File: src/rtl/pgwalk_pkg.sv
package pgwalk_pkg;

  typedef enum logic [2:0] {
    WS_IDLE,
    WS_L1_REQ,
    WS_L1_WAIT,
    WS_L2_REQ,
    WS_L2_WAIT,
    WS_DONE,
    WS_FAULT
  } walkState_e;

  // strobes from control to datapath
  typedef struct packed {
    logic loadStart;  // capture VPN and root
    logic loadNext;   // first-level PTE gives next table base
    logic loadLeaf;   // second-level PTE gives result
    logic selLevel2;  // address uses second-level index
    logic setFault;   // record fault level
    logic faultL2;    // level to record
  } walkStrobe_t;

endpackage

File: src/rtl/pgwalk_ctrl.sv
module pgwalk_ctrl
  import pgwalk_pkg::*;
(
  input  logic        clk,
  input  logic        rstN,
  input  logic        startValid,
  input  logic        rspValid,
  input  logic        ptePresent,
  output walkStrobe_t st,
  output logic        reqValid,
  output logic        doneValid,
  output logic        faultValid,
  output logic        busy
);

  walkState_e stateQ, stateD;

  always_ff @(posedge clk) begin
    if (!rstN) stateQ <= WS_IDLE;
    else       stateQ <= stateD;
  end

  always_comb begin
    stateD     = stateQ;
    st         = '0;
    reqValid   = 1'b0;
    doneValid  = 1'b0;
    faultValid = 1'b0;
    unique case (stateQ)
      WS_IDLE: begin
        if (startValid) begin
          st.loadStart = 1'b1;
          stateD       = WS_L1_REQ;
        end
      end
      WS_L1_REQ: begin
        reqValid = 1'b1;
        stateD   = WS_L1_WAIT;
      end
      WS_L1_WAIT: begin
        if (rspValid) begin
          if (ptePresent) begin
            st.loadNext = 1'b1;
            stateD      = WS_L2_REQ;
          end else begin
            st.setFault = 1'b1;
            stateD      = WS_FAULT;
          end
        end
      end
      WS_L2_REQ: begin
        reqValid     = 1'b1;
        st.selLevel2 = 1'b1;
        stateD       = WS_L2_WAIT;
      end
      WS_L2_WAIT: begin
        if (rspValid) begin
          if (ptePresent) begin
            st.loadLeaf = 1'b1;
            stateD      = WS_DONE;
          end else begin
            st.setFault = 1'b1;
            st.faultL2  = 1'b1;
            stateD      = WS_FAULT;
          end
        end
      end
      WS_DONE: begin
        doneValid = 1'b1;
        stateD    = WS_IDLE;
      end
      WS_FAULT: begin
        faultValid = 1'b1;
        stateD     = WS_IDLE;
      end
      default: stateD = WS_IDLE;
    endcase
  end

  assign busy = (stateQ != WS_IDLE);

  p_single_result_r8: assert property (@(posedge clk) disable iff (!rstN)
    !(doneValid && faultValid));

  p_result_pulse_r8: assert property (@(posedge clk) disable iff (!rstN)
    (doneValid || faultValid) |=> (!doneValid && !faultValid && !busy));

  p_req_pulse_r3: assert property (@(posedge clk) disable iff (!rstN)
    reqValid |=> !reqValid);

  p_l1_absent_r5: assert property (@(posedge clk) disable iff (!rstN)
    (stateQ == WS_L1_WAIT && rspValid && !ptePresent) |=> (faultValid && !reqValid));

  p_l2_absent_r6: assert property (@(posedge clk) disable iff (!rstN)
    (stateQ == WS_L2_WAIT && rspValid && !ptePresent) |=> faultValid);

  p_busy_after_start_r10: assert property (@(posedge clk) disable iff (!rstN)
    (!busy && startValid) |=> (busy && reqValid));

endmodule

File: src/rtl/pgwalk_dpath.sv
module pgwalk_dpath
  import pgwalk_pkg::*;
#(
  parameter int IDX_W  = 10,
  parameter int OFF_W  = 12,
  parameter int PERM_W = 3,
  localparam int VPN_W = 2 * IDX_W,
  localparam int PA_W  = VPN_W + OFF_W,
  localparam int SH_W  = OFF_W - IDX_W
)(
  input  logic              clk,
  input  logic              rstN,
  input  walkStrobe_t       st,
  input  logic [VPN_W-1:0]  startVpn,
  input  logic [VPN_W-1:0]  rootPpn,
  input  logic [PA_W-1:0]   rspData,
  output logic              ptePresent,
  output logic [PA_W-1:0]   memReqAddr,
  output logic [VPN_W-1:0]  donePpn,
  output logic [PERM_W-1:0] donePerm,
  output logic              faultLevel
);

  logic [VPN_W-1:0]  vpnQ;
  logic [VPN_W-1:0]  baseQ;
  logic [VPN_W-1:0]  leafPpnQ;
  logic [PERM_W-1:0] leafPermQ;
  logic              faultLvlQ;
  logic [IDX_W-1:0]  lvlIdx [2];
  logic [VPN_W-1:0]  rspPpn;

  // index of each level, upper level first
  for (genvar lv = 0; lv < 2; lv++) begin : g_idx
    assign lvlIdx[lv] = vpnQ[(2-lv)*IDX_W-1 -: IDX_W];
  end

  assign ptePresent = rspData[0];
  assign rspPpn     = rspData[PA_W-1 -: VPN_W];

  always_ff @(posedge clk) begin
    if (!rstN) begin
      vpnQ      <= '0;
      baseQ     <= '0;
      leafPpnQ  <= '0;
      leafPermQ <= '0;
      faultLvlQ <= 1'b0;
    end else begin
      if (st.loadStart) begin
        vpnQ  <= startVpn;
        baseQ <= rootPpn;
      end
      if (st.loadNext) baseQ <= rspPpn;
      if (st.loadLeaf) begin
        leafPpnQ  <= rspPpn;
        leafPermQ <= rspData[PERM_W:1];
      end
      if (st.setFault) faultLvlQ <= st.faultL2;
    end
  end

  assign memReqAddr = {baseQ, lvlIdx[st.selLevel2], {SH_W{1'b0}}};
  assign donePpn    = leafPpnQ;
  assign donePerm   = leafPermQ;
  assign faultLevel = faultLvlQ;

  p_start_captures_r2: assert property (@(posedge clk) disable iff (!rstN)
    st.loadStart |=> (vpnQ == $past(startVpn) && baseQ == $past(rootPpn)));

endmodule

File: src/rtl/pgwalk.sv
module pgwalk
  import pgwalk_pkg::*;
#(
  parameter int IDX_W  = 10,
  parameter int OFF_W  = 12,
  parameter int PERM_W = 3,
  localparam int VPN_W = 2 * IDX_W,
  localparam int PA_W  = VPN_W + OFF_W
)(
  input  logic              clk,
  input  logic              rstN,
  input  logic              startValid,
  input  logic [VPN_W-1:0]  startVpn,
  input  logic [VPN_W-1:0]  rootPpn,
  output logic              memReqValid,
  output logic [PA_W-1:0]   memReqAddr,
  input  logic              memRspValid,
  input  logic [PA_W-1:0]   memRspData,
  output logic              walkBusy,
  output logic              refillValid,
  output logic [VPN_W-1:0]  refillPpn,
  output logic [PERM_W-1:0] refillPerm,
  output logic              faultValid,
  output logic              faultLevel
);

  walkStrobe_t st;
  logic        ptePresent;

  pgwalk_ctrl u_ctrl (
    .clk        (clk),
    .rstN       (rstN),
    .startValid (startValid),
    .rspValid   (memRspValid),
    .ptePresent (ptePresent),
    .st         (st),
    .reqValid   (memReqValid),
    .doneValid  (refillValid),
    .faultValid (faultValid),
    .busy       (walkBusy)
  );

  pgwalk_dpath #(
    .IDX_W  (IDX_W),
    .OFF_W  (OFF_W),
    .PERM_W (PERM_W)
  ) u_dpath (
    .clk        (clk),
    .rstN       (rstN),
    .st         (st),
    .startVpn   (startVpn),
    .rootPpn    (rootPpn),
    .rspData    (memRspData),
    .ptePresent (ptePresent),
    .memReqAddr (memReqAddr),
    .donePpn    (refillPpn),
    .donePerm   (refillPerm),
    .faultLevel (faultLevel)
  );

  p_busy_ignores_start_r9: assert property (@(posedge clk) disable iff (!rstN)
    walkBusy |-> !st.loadStart);

endmodule

File: config.mk
export PLATFORM = sky130hd
export DESIGN_NAME = pgwalk
export DESIGN_NICKNAME = d
export VERILOG_FILES = /design/src/rtl/pgwalk_pkg.sv /design/src/rtl/pgwalk_ctrl.sv /design/src/rtl/pgwalk_dpath.sv /design/src/rtl/pgwalk.sv
export SDC_FILE = /design/constraint.sdc
export NUM_CORES = 1
export LEC_CHECK = 0
export BUFFER_PORTS_ARGS = -buffer_cell sky130_fd_sc_hd__buf_2
export CAP_MARGIN = 20
export CORE_UTILIZATION = 43
export CTS_CLUSTER_DIAMETER = 80
export DETAILED_ROUTE_END_ITERATION = 16
export PLACE_DENSITY_LB_ADDON = 0.1
export SLEW_MARGIN = 25
export SYNTH_ARGS = -nofsm -noshare
export SYNTH_HDL_FRONTEND = slang
export SYNTH_HIERARCHICAL = 1
export SYNTH_SLANG_ARGS = --single-unit
export TNS_END_PERCENT = 10
File: constraint.sdc
create_clock -name clk -period 1.94 [get_ports clk]
set_clock_uncertainty 0.2 [all_clocks]
set_input_delay 0 -clock clk [delete_from_list [all_inputs] [get_ports clk]]
set_output_delay 0 -clock clk [all_outputs]
set_load 0.05 [all_outputs]
==> results of run 1 <==
## critical path, stage by stage (launching register included)
cell	delay, ps
dfxtp_2	320
buf_6	120
nand2b_4	170
nor2_4	140
buf_6	150
mux2_4	320
buf_8	150
## state kept, by name, indices dropped and copies added, names as in the netlist
| register | count |
|---|---|
| u_dpath/baseQ | 20 |
| u_dpath/donePpn | 20 |
| u_dpath/lvlIdx | 20 |
| u_ctrl/stateQ | 3 |
| u_dpath/donePerm | 3 |
| u_dpath/faultLevel | 1 |
## power by group through the flow
| stage | clock network, mW | registers (mW) | logic, mW |
|---|---|---|---|
| final | 1.07 | 1.53 | 1.26 |
| after global routing | 1.15 | 1.54 | 1.33 |
| after CTS | 1.09 | 1.53 | 1.20 |
| after detailed placement | 0 | 1.56 | 1.04 |
| after global placement | 0 | 1.55 | 1.03 |
| after floorplan | 0 | 1.75 | 0.607 |
## Yosys cell counts, drive strengths merged, types with 2 or more instances
| cell | n | share of area, % |
|---|---|---|
| dfxtp | 67 | 43 |
| mux2i | 44 | 14 |
| nor2b | 44 | 8.9 |
| mux2 | 30 | 13 |
| nand2b | 23 | 4.7 |
| o211a | 21 | 6.8 |
| buf | 16 | 3.8 |
| clkbuf | 7 | 0.85 |
| nor2 | 6 | 0.97 |
| a21oi | 3 | 0.48 |
| nor3 | 3 | 0.48 |
| inv | 2 | 0.24 |
| o21a | 2 | 0.48 |
## placed cells by master (no fill, tap or decap), drive strengths merged
cell         instances
nand2b              23
nor2                 6
clkinvlp             1
clkbuf              14
conb                 2
clkinv               2
dfxtp               67
nor3b                1
mux2i               44
mux2                30
dlygate4sd3         69
a21oi                3
or3                  1
nor2b               44
o211a               21
xnor2                1
or3b                 1
o21a                 2
buf                142
nor3                 3
and3                 1
inv                  1
nand2                1
## worst max path at each step
stage,slack [ps],cells after the start,end
after floorplan,-50,6,u_dpath/baseQ[0]
after global placement,70,6,u_dpath/lvlIdx[16]
after detailed placement,50,6,u_dpath/lvlIdx[7]
after CTS,-10,6,memReqAddr[11]
after global routing,-20,6,memReqAddr[11]
final,30,6,memReqAddr[11]
## area by class of cell
cell class | count | area [sq um] | share of cell area [%]
multi-input combinational | 184 | 1690 | 34.1
timing repair buffer | 212 | 1610 | 32.5
sequential | 67 | 1340 | 27.1
clock buffer | 13 | 169 | 3.41
tap | 96 | 120 | 2.42
inverter | 2 | 11.3 | 0.227
clock inverter | 2 | 10.0 | 0.202
## cell families (layout without fill, tap and decap cells)
logic type / Yosys count / after routing / synth area share, %
and+or+nand+nor: 81 / 81 / 16.2
muxes: 74 / 74 / 27.5
DFF: 67 / 67 / 43.3
AOI/OAI and AO/OA: 26 / 26 / 7.75
buffers and inverters: 25 / 229 / 4.84
other: 1 / 2 / 0.121
xor gates and xnor gates: 1 / 1 / 0.283
## per-layer routing
| metal | up-vias | GRT usage [%] | share of wire (%) |
|---|---|---|---|
| met5 | - | 0 | 0 |
| li1 | 1337 | - | - |
| met4 | 0 | 10.2 | 2.0 |
| met3 | 14 | 4.74 | 5.4 |
| met2 | 90 | 36.1 | 48 |
| met1 | 1253 | 25.6 | 45 |
## what timing repair did
item                                    in CTS  in global routing
endpoints found under the hold margin       67                  0
resized for setup                           29                 24
setup buffers                                1                  3
hold buffers                                69                  0
pin swaps                                    0                  1
gates cloned                                 1                  0
endpoints found under the setup margin      10                 22
==> flow_metrics.py, run 1 <==
metrics = {
    "outcome": {
        "outcome": "finished, final reports clean",
    },
    "clocking": {
        "ctsHtreeMaxLevel": 3,
        "clk_latency_ps": 330,
        "clockRootBuffer": "clkbuf_8",
        "cts_tree": "done",
        "clk_pin_slew_ps": 70,
        "cts-buffers-inserted": 9,
        "clock-sinks": 67,
        "clk_path_buf_depth": 2,
    },
    "grt": {
        "grtUsageTotal_pct": 21.3,
        "grt_max_degree": 36,
        "grt_pass1_wl_um": 12400,
        "overflow": 0,
        "antenna_found_initial": 0,
        "first_global_vias": 2679,
    },
    "floorplanning": {
        "coreArea_sq_mm": 0.00687,
        "rows": 30,
        "die_h_um": 86.9,
        "dieArea_sq_mm": 0.00755,
        "die_x_um": 86.9,
        "start_util_pct": 45.1,
        "ioPinCount": 136,
    },
    "power": {
        "p_switching_mw": 1.22,
        "p_comb_share_pct": 32.7,
        "leakage_nw": 2.39,
        "p_clk_share_pct": 27.6,
        "finalPower_mw": 3.87,
        "p_seq_share_pct": 39.7,
        "swShare_pct": 31.5,
        "power.density_mw_per_mm2": 780,
        "peakVddDrop_v": 0.000377,
        "internal_power_mw": 2.65,
    },
    "yosys": {
        "synth_cell_types": 25,
        "syn_inst": 275,
        "ys_seq_area_share_pct": 43.3,
        "yosys_most_used_dff": "dfxtp_1",
        "synth_edf_count": 0,
        "async_reset_ff_share_pct": 0,
        "synth_seq_cells": 67,
        "yosysWarnings": 6,
        "avgSynthCellArea_sq_um": 11.3,
        "netlist_area_sq_mm": 0.00310,
    },
    "critical_path": {
        "critical_path_class": "reg -> out",
        "crit_arrival_ps": 1710,
        "required_ps": 1740,
        "ff2ff_setup_slack_ps": 30,
        "r2r-end": "u_ctrl/stateQ[0]",
        "critPathLaunchType": "flip-flop",
        "r2r_start": "u_ctrl/stateQ[1]",
        "critical_path.startpoint": "u_ctrl/stateQ[2]",
        "r2r_cells": 6,
        "critical_path.max_fanout": 5,
        "cp-end-kind": "output pin",
    },
    "route": {
        "viasPerCell": 4.68,
        "drtPass1Iterations": 4,
        "wl_um": 8100,
        "drtIter0Drc": 73,
        "wire_per_inst_um": 14.1,
        "via_count": 2694,
        "route.detailed.drc": 0,
        "ant_nets": 0,
    },
    "final_layout": {
        "nFillCells": 522,
        "diodes": 0,
        "layout-drive-gt1-share_pct": 41.7,
        "final_area_sq_mm": 0.00495,
        "fin_nets": 552,
        "finalNonFillerCells": 576,
        "post-route-util_pct": 72.1,
        "synthToLayoutAreaGrowth_pct": 59.9,
    },
    "sta": {
        "finalCritPeriodShare_pct": 98.4,
        "fin_tns_setup_ps": 0,
        "max_clock_freq_mhz": 524,
        "setup_viol": 0,
        "slew_viol_final": 0,
        "setup_ws_ps": 30.7,
        "rsz0062_at_grt": "yes",
        "fin_crit_ps": 1910,
        "finalHoldViolCount": 0,
        "hold_ws_ps": 254,
    },
    "place": {
        "dp_cells": 487,
        "dpl.hpwl_um": 4700,
        "gp_congestion": 0.850,
        "dp_slack_ps": 53.2,
        "io_buffers": 125,
        "placed_area_sq_mm": 0.00387,
    },
    "hold_path": {
        "hold_path_end": "u_dpath/lvlIdx[17]",
        "min_from": "startVpn[17]",
        "hold_depth": 4,
        "min_path_type": "in -> reg",
    },
    "job": {
        "drv_cap": 0,
    },
}
No activity file was read; power rests on OpenSTA's default activity.
==> run 2: changes to the inputs <==
--- a/config.mk
+++ b/config.mk
@@ -5,9 +5,11 @@
 export SDC_FILE = /design/constraint.sdc
 export NUM_CORES = 1
 export LEC_CHECK = 0
+export ABC_AREA = 1
 export BUFFER_PORTS_ARGS = -buffer_cell sky130_fd_sc_hd__buf_2
 export CAP_MARGIN = 20
-export CORE_UTILIZATION = 43
+export CORE_UTILIZATION = 42
+export CTS_BUF_LIST = sky130_fd_sc_hd__clkbuf_16
 export CTS_CLUSTER_DIAMETER = 80
 export DETAILED_ROUTE_END_ITERATION = 16
 export PLACE_DENSITY_LB_ADDON = 0.1
@@ -16,4 +18,3 @@
 export SYNTH_HDL_FRONTEND = slang
 export SYNTH_HIERARCHICAL = 1
 export SYNTH_SLANG_ARGS = --single-unit
-export TNS_END_PERCENT = 10
==> flow_metrics.py, run 2 <==
metrics = {
    "outcome": {
        "outcome": "finished, final reports clean",
    },
    "clocking": {
        "cts_tree": "done",
        "clk_path_buf_depth": 2,
        "cts-buffers-inserted": 9,
        "clk_pin_slew_ps": 50,
        "clockRootBuffer": "clkbuf_16",
        "clk_latency_ps": 320,
        "postCtsSetupRepairBufs": 0,
        "clock-sinks": 67,
        "ctsHtreeMaxLevel": 3,
    },
    "grt": {
        "grt_pass1_wl_um": 12800,
        "grtUsageTotal_pct": 22.3,
        "overflow": 0,
        "grt_max_degree": 46,
        "first_global_vias": 2903,
        "antenna_found_initial": 0,
    },
    "final_layout": {
        "multi_input_area_sq_mm": 0.00121,
        "final_cell_mix": "115 x buf_2, 71 x nor2_1, 67 x dlygate4sd3_1",
        "finalNonFillerCells": 686,
        "seqCellArea_sq_mm": 0.00135,
        "final_area_sq_mm": 0.00460,
        "nFillCells": 584,
        "layout-drive-gt1-share_pct": 29.0,
        "fin_nets": 678,
        "diodes": 0,
        "mostFrequentLayoutCell": "buf_2",
        "synthToLayoutAreaGrowth_pct": 57.3,
    },
    "route": {
        "viasPerCell": 4.63,
        "wire_per_inst_um": 11.9,
        "ant_nets": 0,
        "drtIter0Drc": 126,
        "via_count": 3176,
        "route.detailed.drc": 0,
        "drtPass1Iterations": 4,
        "wl_um": 8190,
    },
    "yosys": {
        "netlist_area_sq_mm": 0.00292,
        "synth_area_leaders": "dfxtp_1 46%, o21ai_0 9.6%, nor2_1 9.2%",
        "ys_seq_area_share_pct": 45.9,
        "async_reset_ff_share_pct": 0,
        "syn_inst": 413,
        "synth_edf_count": 0,
        "yosysWarnings": 6,
        "yosysMostFrequentCell": "nor2_1",
        "ys_top_cells_by_count": "72 x nor2_1, 67 x dfxtp_1, 58 x inv_1, 57 x nand2_1, 56 x o21ai_0",
        "yosysTopAreaCell": "dfxtp_1",
        "synth_top_area_share_pct": 45.9,
        "synth_cell_types": 21,
        "synth_seq_cells": 67,
        "yosys_most_used_dff": "dfxtp_1",
        "avgSynthCellArea_sq_um": 7.08,
    },
    "critical_path": {
        "critical_path_class": "reg -> reg",
        "crit_path_top_delay_cell": "dlygate4sd3_1",
        "critical_path.max_fanout": 7,
        "critPathLaunchType": "flip-flop",
        "cpPeakStageDelay_ps": 560,
        "cp-end-kind": "flip-flop",
        "required_ps": 1990,
        "crit_arrival_ps": 1880,
        "cp_cell_sequence": "inv_2 -> nand3_1 -> nand2_1 -> nand2_1 -> nand2_1 -> nand3_1 -> dlygate4sd3_1 -> nor2_1",
        "path_buf_inv": 2,
        "worst_path_most_repeated_cell": "nand2_1",
        "crit_family": "buffers and inverters",
    },
    "sta": {
        "hold_ws_ps": 71.0,
        "setup_viol": 0,
        "finalCritPeriodShare_pct": 94.0,
        "finalHoldViolCount": 0,
        "max_clock_freq_mhz": 548,
        "rsz0062_at_grt": "no",
        "fin_crit_ps": 1820,
        "slew_viol_final": 0,
    },
    "place": {
        "io_buffers": 125,
        "gp_congestion": 0.852,
        "dpl.hpwl_um": 4880,
        "dp_cells": 603,
        "placed_area_sq_mm": 0.00361,
    },
    "floorplanning": {
        "dieArea_sq_mm": 0.00730,
        "die_x_um": 85.4,
        "ioPinCount": 136,
        "coreArea_sq_mm": 0.00676,
        "start_util_pct": 43.3,
        "die_h_um": 85.4,
        "rows": 30,
    },
    "power": {
        "leakage_nw": 2.34,
        "power.density_mw_per_mm2": 1330,
        "peakVddDrop_v": 0.000691,
    },
    "job": {
        "drv_cap": 0,
    },
    "hold_path": {
        "min_path_type": "in -> reg",
    },
}
run 2: cell types whose count changed after synthesis, sizes merged, moves of 23 or more:
cell    delta
a21oi     +51
nor2      +67
o21ai     +56
nor2b     -44
inv       +60
mux2i     -44
nand2b    -23
nand2     +59
mux2      -30
run 2: repair_timing:
item                                   CTS  global route
resized for setup                        4            12
endpoints found under the hold margin   67             0
pin swaps                                0             0
cloned                                   0             1
hold buffers                            67             0
setup endpoints to repair                4            11
run 2: path summary, 6_finish.rpt:
check        slack (ps)                 end  depth (start not counted)               start
max                 120    u_ctrl/stateQ[0]                          8    u_ctrl/stateQ[0]
min                  70   u_dpath/lvlIdx[4]                          4                rstN
max reg2reg         120    u_ctrl/stateQ[0]                          8    u_ctrl/stateQ[0]
min reg2reg         250  u_dpath/lvlIdx[11]                          2  u_dpath/lvlIdx[11]
run 2: power by group:
| group | leakage [nW] | internal, mW | switching, mW | total [mW] |
|---|---|---|---|---|
| Sequential | 0.551 | 1.70 | 0.153 | 1.85 |
| Combinational | 1.65 | 0.812 | 1.91 | 2.73 |
| Clock | 0.142 | 0.976 | 0.555 | 1.53 |
run 2: worst register-to-register path: stages (launching register included):
cell and delay (ps):
dfxtp_2 340, inv_2 110, nand3_1 160, nand2_1 140, nand2_1 70, nand2_1 60
nand3_1 60, dlygate4sd3_1 560, nor2_1 80
run 2: cell families after synthesis:
| logic type | after synthesis | share of synthesized area, % |
|---|---|---|
| flops | 67 | 45.9 |
| simple gates | 147 | 20.4 |
| other cells | 1 | 0.128 |
| buf+inv | 88 | 13.4 |
| compound gates | 110 | 20.2 |
run 2: area by class of cell:
class / count / share of cell area, %
timing repair buffer: 202 / 31.0
timing repair inverter: 1 / 0.109
multi-input combinational: 259 / 26.3
tap: 80 / 2.18
sequential: 67 / 29.3
clock inverter: 6 / 1.25
inverter: 62 / 5.06
clock buffer: 9 / 4.90
run 2: metal layers:
metal	up-vias	part of all wire (%)	global-route usage [%]
met2	105	49	39.0
met4	0	1.7	9.09
li1	1661	-	-
met3	15	5.9	6.13
met1	1395	43	25.7
met5	-	0	0
run 2: through the flow:
| stage | total power [mW] | util [%] | setup slack, ps | TNS, ps |
|---|---|---|---|---|
| CTS | 6.10 | 67.6 | 5.31 | 0 |
| global placement | 4.36 | 53.4 | 256 | 0 |
| floorplan | 3.81 | - | -120 | -1200 |
| finish | 6.11 | 68.1 | 117 | 0 |
| detailed placement | 4.40 | 53.4 | 234 | 0 |
| global route | 6.49 | 68.1 | 20.0 | 0 |
